<file path="src/rtl/hbus_pkg.sv">
package hbus_pkg;

    localparam int DW  = 8;
    localparam int AW  = 8;
    localparam int NST = 2;

    typedef enum logic [1:0] {
        PER_RW_SEP  = 2'b00,
        PER_RW_MUX  = 2'b01,
        PER_DS_SEP  = 2'b10,
        PER_DS_MUX  = 2'b11
    } persona_e;

    typedef struct packed {
        logic rd;
        logic wr;
    } strobe_t;

    function automatic persona_e pick_persona(logic moto, logic mux);
        return persona_e'({moto, mux});
    endfunction

    // Turns the raw control pins into read and write requests.
    function automatic strobe_t decode_strobes(persona_e p, logic rd_ds, logic wr_rw);
        strobe_t s;
        logic    ds;
        ds = 1'b0;
        s  = '0;
        case (p)
            PER_RW_SEP, PER_RW_MUX: begin
                s.rd = ~rd_ds;
                s.wr = ~wr_rw;
            end
            PER_DS_SEP: ds = rd_ds;
            default:    ds = ~rd_ds;
        endcase
        if (p == PER_DS_SEP || p == PER_DS_MUX) begin
            s.rd = ds & wr_rw;
            s.wr = ds & ~wr_rw;
        end
        return s;
    endfunction

endpackage

</file>
<file path="src/rtl/hbus_decode.sv">
module hbus_decode
    import hbus_pkg::*;
(
    input  logic    mux_sel,
    input  logic    moto_sel,
    input  logic    cs_n,
    input  logic    rd_ds,
    input  logic    wr_rw,
    output strobe_t req
);
    strobe_t raw;

    always_comb begin
        raw = decode_strobes(pick_persona(moto_sel, mux_sel), rd_ds, wr_rw);
        req.rd = raw.rd & ~cs_n;
        req.wr = raw.wr & ~cs_n;
    end
endmodule

</file>
<file path="src/rtl/hbus_addr_latch.sv">
module hbus_addr_latch #(
    parameter int AW = 8
) (
    input  logic          clk,
    input  logic          rst,
    input  logic          mux_sel,
    input  logic          ale_a7,
    input  logic [AW-2:0] addr_lo,
    input  logic [AW-1:0] dbus_in,
    output logic [AW-1:0] addr
);
    logic          ale_q;
    logic [AW-1:0] lat_q;
    logic          take;

    assign take = mux_sel & ale_a7 & ~ale_q;

    always_ff @(posedge clk) begin
        if (rst) begin
            ale_q <= 1'b0;
            lat_q <= '0;
        end else begin
            ale_q <= ale_a7;
            if (take) lat_q <= dbus_in;
        end
    end

    assign addr = mux_sel ? lat_q : {ale_a7, addr_lo};

    AST_LATCH_TAKES_BUS: assert property (@(posedge clk) disable iff (rst)
        (mux_sel && ale_a7 && !ale_q) |=> (lat_q == $past(dbus_in)));
    AST_LATCH_HOLDS: assert property (@(posedge clk) disable iff (rst)
        (!ale_a7 || ale_q || !mux_sel) |=> $stable(lat_q));
endmodule

</file>
<file path="src/rtl/hbus_regfile.sv">
module hbus_regfile #(
    parameter int               AW        = 8,
    parameter int               DW        = 8,
    parameter int               NST       = 2,
    parameter logic [AW-1:0]    ST_BASE   = 8'h20,
    parameter logic [AW-1:0]    MASK_BASE = 8'h22
) (
    input  logic                    clk,
    input  logic                    rst,
    input  logic                    wr_req,
    input  logic [AW-1:0]           addr,
    input  logic [DW-1:0]           dbus_in,
    output logic [DW-1:0]           rd_data,
    output logic [NST-1:0][DW-1:0]  masks
);
    localparam int DEPTH = 1 << AW;

    logic [DW-1:0] mem [DEPTH];
    logic          wr_q;
    logic [AW-1:0] wa_q;
    logic [DW-1:0] wd_q;
    logic          commit;
    logic          wa_is_status;

    assign commit       = wr_q & ~wr_req;
    assign wa_is_status = (wa_q >= ST_BASE) && (wa_q < ST_BASE + AW'(NST));

    always_ff @(posedge clk) begin
        if (rst) begin
            wr_q <= 1'b0;
            wa_q <= '0;
            wd_q <= '0;
            for (int i = 0; i < DEPTH; i++) mem[i] <= '0;
        end else begin
            wr_q <= wr_req;
            if (wr_req) begin
                wa_q <= addr;
                wd_q <= dbus_in;
            end
            if (commit && !wa_is_status) mem[wa_q] <= wd_q;
        end
    end

    assign rd_data = mem[addr];

    for (genvar k = 0; k < NST; k++) begin : g_mask
        assign masks[k] = mem[MASK_BASE + AW'(k)];
        AST_MASK_ONLY_ON_COMMIT: assert property (@(posedge clk) disable iff (rst)
            !$stable(masks[k]) |-> $past(wr_q && !wr_req));
    end
endmodule

</file>
<file path="src/rtl/hbus_status.sv">
module hbus_status #(
    parameter int            AW      = 8,
    parameter int            DW      = 8,
    parameter int            NST     = 2,
    parameter logic [AW-1:0] ST_BASE = 8'h20
) (
    input  logic                    clk,
    input  logic                    rst,
    input  logic                    rd_req,
    input  logic [AW-1:0]           addr,
    input  logic [NST-1:0][DW-1:0]  evt,
    output logic [NST-1:0][DW-1:0]  st
);
    logic          rd_q;
    logic [AW-1:0] ra_q;

    always_ff @(posedge clk) begin
        if (rst) begin
            rd_q <= 1'b0;
            ra_q <= '0;
        end else begin
            rd_q <= rd_req;
            if (rd_req) ra_q <= addr;
        end
    end

    for (genvar k = 0; k < NST; k++) begin : g_st
        localparam logic [AW-1:0] MY_ADDR = ST_BASE + AW'(k);
        logic [DW-1:0] snap;
        logic          clr;

        assign clr = rd_q & ~rd_req & (ra_q == MY_ADDR);

        always_ff @(posedge clk) begin
            if (rst) begin
                st[k] <= '0;
                snap  <= '0;
            end else begin
                if (rd_req && addr == MY_ADDR) snap <= st[k];
                st[k] <= (clr ? (st[k] & ~snap) : st[k]) | evt[k];
            end
        end

        AST_EVENT_SETS: assert property (@(posedge clk) disable iff (rst)
            (evt[k] != '0) |=> ((st[k] & $past(evt[k])) == $past(evt[k])));
        AST_STATUS_QUIET: assert property (@(posedge clk) disable iff (rst)
            (evt[k] == '0 && !clr) |=> $stable(st[k]));
    end
endmodule

</file>
<file path="src/rtl/hbus_port.sv">
module hbus_port
    import hbus_pkg::*;
#(
    parameter logic [AW-1:0] ST_BASE   = 8'h20,
    parameter logic [AW-1:0] MASK_BASE = 8'h22
) (
    input  logic          clk,
    input  logic          rst,
    input  logic          mux_sel,
    input  logic          moto_sel,
    input  logic          test_hiz,
    input  logic          cs_n,
    input  logic          rd_ds,
    input  logic          wr_rw,
    input  logic          ale_a7,
    input  logic [AW-2:0] addr_lo,
    input  logic [DW-1:0] dbus_in,
    output logic [DW-1:0] dbus_out,
    output logic          dbus_oe,
    input  logic [DW-1:0] evt_a,
    input  logic [DW-1:0] evt_b,
    output logic          irq_drive
);
    strobe_t                 req;
    logic [AW-1:0]           addr;
    logic [DW-1:0]           mem_data;
    logic [NST-1:0][DW-1:0]  masks;
    logic [NST-1:0][DW-1:0]  st;
    logic [NST-1:0][DW-1:0]  evt;
    logic                    addr_is_status;
    logic [$clog2(NST)-1:0]  st_idx;

    assign evt = {evt_b, evt_a};

    hbus_decode u_decode (
        .mux_sel (mux_sel),
        .moto_sel(moto_sel),
        .cs_n    (cs_n),
        .rd_ds   (rd_ds),
        .wr_rw   (wr_rw),
        .req     (req)
    );

    hbus_addr_latch #(.AW(AW)) u_latch (
        .clk    (clk),
        .rst    (rst),
        .mux_sel(mux_sel),
        .ale_a7 (ale_a7),
        .addr_lo(addr_lo),
        .dbus_in(dbus_in),
        .addr   (addr)
    );

    hbus_regfile #(.AW(AW), .DW(DW), .NST(NST), .ST_BASE(ST_BASE), .MASK_BASE(MASK_BASE)) u_regs (
        .clk    (clk),
        .rst    (rst),
        .wr_req (req.wr),
        .addr   (addr),
        .dbus_in(dbus_in),
        .rd_data(mem_data),
        .masks  (masks)
    );

    hbus_status #(.AW(AW), .DW(DW), .NST(NST), .ST_BASE(ST_BASE)) u_status (
        .clk   (clk),
        .rst   (rst),
        .rd_req(req.rd),
        .addr  (addr),
        .evt   (evt),
        .st    (st)
    );

    assign addr_is_status = (addr >= ST_BASE) && (addr < ST_BASE + AW'(NST));
    assign st_idx         = addr[$clog2(NST)-1:0] - ST_BASE[$clog2(NST)-1:0];

    always_comb begin
        dbus_out = addr_is_status ? st[st_idx] : mem_data;
        dbus_oe  = req.rd & ~test_hiz;
        irq_drive = 1'b0;
        for (int k = 0; k < NST; k++) irq_drive |= |(st[k] & masks[k]);
        irq_drive &= ~test_hiz;
    end

    AST_OE_GUARD: assert property (@(posedge clk) disable iff (rst)
        dbus_oe |-> (!cs_n && !test_hiz));
    AST_TEST_RELEASE: assert property (@(posedge clk) disable iff (rst)
        test_hiz |-> (!dbus_oe && !irq_drive));
    AST_IRQ_HAS_CAUSE: assert property (@(posedge clk) disable iff (rst)
        irq_drive |-> ((st[0] & masks[0]) != '0 || (st[1] & masks[1]) != '0));
endmodule

</file>
<file path="config.mk">
export PLATFORM = sky130hd
export DESIGN_NAME = hbus_port
export DESIGN_NICKNAME = d
export VERILOG_FILES = /design/src/rtl/hbus_pkg.sv /design/src/rtl/hbus_decode.sv /design/src/rtl/hbus_addr_latch.sv /design/src/rtl/hbus_regfile.sv /design/src/rtl/hbus_status.sv /design/src/rtl/hbus_port.sv
export SDC_FILE = /design/constraint.sdc
export NUM_CORES = 2
export LEC_CHECK = 0
export ABC_AREA = 1
export BUFFER_PORTS_ARGS = -buffer_cell sky130_fd_sc_hd__buf_2
export CAP_MARGIN = 10
export CORE_ASPECT_RATIO = 1.2
export CORE_UTILIZATION = 45
export DETAILED_ROUTE_END_ITERATION = 6
export GPL_ROUTABILITY_DRIVEN = 0
export PLACE_DENSITY_LB_ADDON = 0.3
export SLEW_MARGIN = 25
export SYNTH_ARGS = -nofsm -noshare
export SYNTH_HDL_FRONTEND = slang
export SYNTH_SLANG_ARGS = --single-unit
</file>
<file path="constraint.sdc">
create_clock -name clk -period 2.4 [get_ports clk]
set_input_delay 0.24 -clock clk [delete_from_list [all_inputs] [get_ports clk]]
set_output_delay 0.24 -clock clk [all_outputs]
set_load 0.01 [all_outputs]
</file>
==> results_dict.tcl <==
set metrics [dict create \
    status "finished with violations" \
    violations "setup timing" \
    cp-end-kind "primary output" \
    grt-ovfl-total 0 \
    cts_sinks 2115 \
    place_ws_ps -920 \
    drc_errors 0 \
    synth_edf_count 2048 \
    yosysSeqAreaShare_pct 65.5 \
    io_buffers 49 \
    cts_buffers 208 \
    nets 10900 \
    setup-violations-final 12 \
    num_vias 79600 \
    clock.fmax_mhz 262 \
    total_power_uw 88200 \
    core_mm2 0.212 \
    relSlewSlack_pct 51.2 \
    maxCapViolCount 0 \
    critPathLaunchType "flop" \
    chipWidth_um 424 \
    max_stage_delay_ps 360 \
    clock-root-buffer "clkbuf_16" \
    ys_ff_latch 2115 \
    postSynthAreaPerCell_um2 9.42 \
    drive_above_1_share_pct 17.8 \
    htreeDepth 4 \
    grt_first_pass_wirelength_mm 474 \
    die_h_um 508 \
    max_slew.worst_pin.slew_ps 732 \
    synthToLayoutAreaGrowth_pct 25.6 \
    hpwl_mm 208 \
    drt_iter0_drc 10300 \
    synth-async-reset-ratio_pct 0 \
    grt_pass1_vias 76200 \
    ir_drop_mv 0.749 \
    cts_tree "yes" \
    grt_max_degree 111 \
    rsz0062_at_grt "yes" \
    io_pins 50 \
    powerDensity_mw_per_mm2 732 \
    synth.distinct_cells 37 \
    detail_route.wl_per_cell_um 24.0 \
    path_clk_slew_ps 60 \
    cpMaxStageDelayCell "dfxtp_4" \
    initial_utilization_pct 45.3 \
    post-place-cells 13300 \
    syn_inst 10200 \
    finalClockSkew_ps 55.0 \
    stdcell_count 13800 \
    critPathTopFamily "simple AND/OR/NAND/NOR gates" \
    fin_crit_sh_pct 159 \
    worstPathCellList "inv_4 > nand2_4 > nand2_8 > buf_12 > buf_16 > bufbuf_16 > nand2_1 > nand3_1 > nand3_2 > nand3_2 > nand3_4 > nand3_2 > nand3_2 > buf_12 > nand2_1 > nand2_2 > nand2_1 > nand2_1 > nand2_2 > buf_6" \
    setup-tns-final_ps -11150 \
    ant_nets 0 \
    required_ps 2160 \
    dieArea_mm2 0.215 \
    synth_flop_cell "edfxtp_1" \
    viasPerCell 5.76 \
    fin_ws_ps -1420 \
    antenna_found_initial 14 \
    syn_area_mm2 0.0959 \
    core.rowCount 185 \
    clk_latency_ps 890 \
    track_usage_pct 29.6 \
    first_pass_iters 6 \
    n_fill_cell 17300 \
    clock_path_buffers 3 \
    hold_viol 0 \
    wl_mm 331 \
    drv_slew 0 \
    criticalPathCategory "flop to primary output" \
    yosysWarnings 0 \
    leakage_uw 0.0461 \
    arrival_ps 3580 \
    min_period_ps 3820 \
    cp_max_fo 5 \
    final_common_cell "nand2_1" \
    hp-class "input pin to flop" \
    final_cell_mix "nand2_1 (3225), nor2_1 (2120), edfxtp_1 (2048), nand3_1 (1057), buf_4 (632)" \
    critPathBufInv 6 \
    hold_slack_ps 36.2 \
]
==> cells in the mapped netlist (all sizes together) (2+ instances only) <==
library cell  number  area, µm²
nor3              21        169
clkinv             6       22.5
clkbuf           429       1610
nand3           1341       6720
and3               2       12.5
a221oi             4       35.0
nand2           3332      12500
a21oi            298       1490
nor4               7        119
inv               80        300
a22o               4       35.0
edfxtp          2048      61500
buf              309       1500
o21ai             77        393
a211oi             2       15.0
or2                5       31.3
dfxtp             67       1340
nor2            2146       8060
==> final timing paths <==
check | from | to | slack (ps) | cells after the start
setup / recovery | u_latch.lat_q[0] | dbus_out[2] | -1420 | 20
hold / removal | rst | u_regs.mem[32][4] | 40 | 2
hold reg to reg | u_status.ra_q[3] | u_status.ra_q[3] | 450 | 2
setup reg to reg | u_latch.lat_q[3] | u_status.g_st[1].snap[2] | -20 | 13
==> layer usage <==
| layer | global-route usage, % | up-vias | wire (µm) |
|---|---|---|---|
| li1 | - | 35300 | - |
| met1 | 35.6 | 38400 | 115000 |
| met2 | 48.6 | 4769 | 155000 |
| met3 | 4.95 | 1118 | 33600 |
| met4 | 20.8 | 12 | 26900 |
| met5 | 0 | - | 76 |
==> flip-flops by register name (all words and copies together), names as in the netlist <==
name,flops
u_latch.ale_q,1
u_latch.lat_q,8
u_regs.mem,2048
u_regs.wa_q,8
u_regs.wd_q,8
u_regs.wr_q,1
u_status.g_st.snap,16
u_status.ra_q,8
u_status.rd_q,1
u_status.st,16
==> final cells by class <==
| class | count | area (µm²) | share of cell area (%) |
|---|---|---|---|
| inverters | 86 | 434 | 0.360 |
| diodes | 6 | 15.0 | 0.0125 |
| clock buffers | 264 | 5590 | 4.64 |
| well taps | 2805 | 3510 | 2.91 |
| multi-input cells | 7259 | 32400 | 26.9 |
| flip-flops and latches | 2115 | 62900 | 52.2 |
| repair buffers | 1149 | 14300 | 11.8 |
| clock inverters | 126 | 1410 | 1.17 |
==> cell families after synthesis <==
| kind of cell | share of synthesized area (%) |
|---|---|
| AO/OA/AOI/OAI | 2.08 |
| buffers and inverters | 3.58 |
| flip-flops | 65.5 |
| other | 0.00391 |
| AND/OR/NAND/NOR | 28.8 |
==> where the power goes <==
part	leakage, µW	internal (µW)	switching, µW	total [µW]
Sequential	0.0217	41600	463	42100
Combinational	0.0210	4310	8160	12500
Clock	0.00340	19100	14600	33700
Total	0.0461	65000	23200	88200
==> per-stage QoR <==
stage,cell area (µm²),util [%]
2_1_floorplan,96000,-
4_1_cts,118000,55.8
3_5_place_dp,108000,50.9
6_report,120000,56.9
3_3_place_gp,108000,50.9
5_1_grt,120000,56.9
==> what timing repair did <==
action | CTS | global route
setup buffers | 43 | 26
pin swaps | 69 | 141
hold endpoints to repair | 40 | 0
endpoints found under the setup margin | 189 | 200
cloned | 37 | 24
gates resized for setup | 326 | 366
hold buffers | 39 | 0
(Power assumes the default switching activity.)
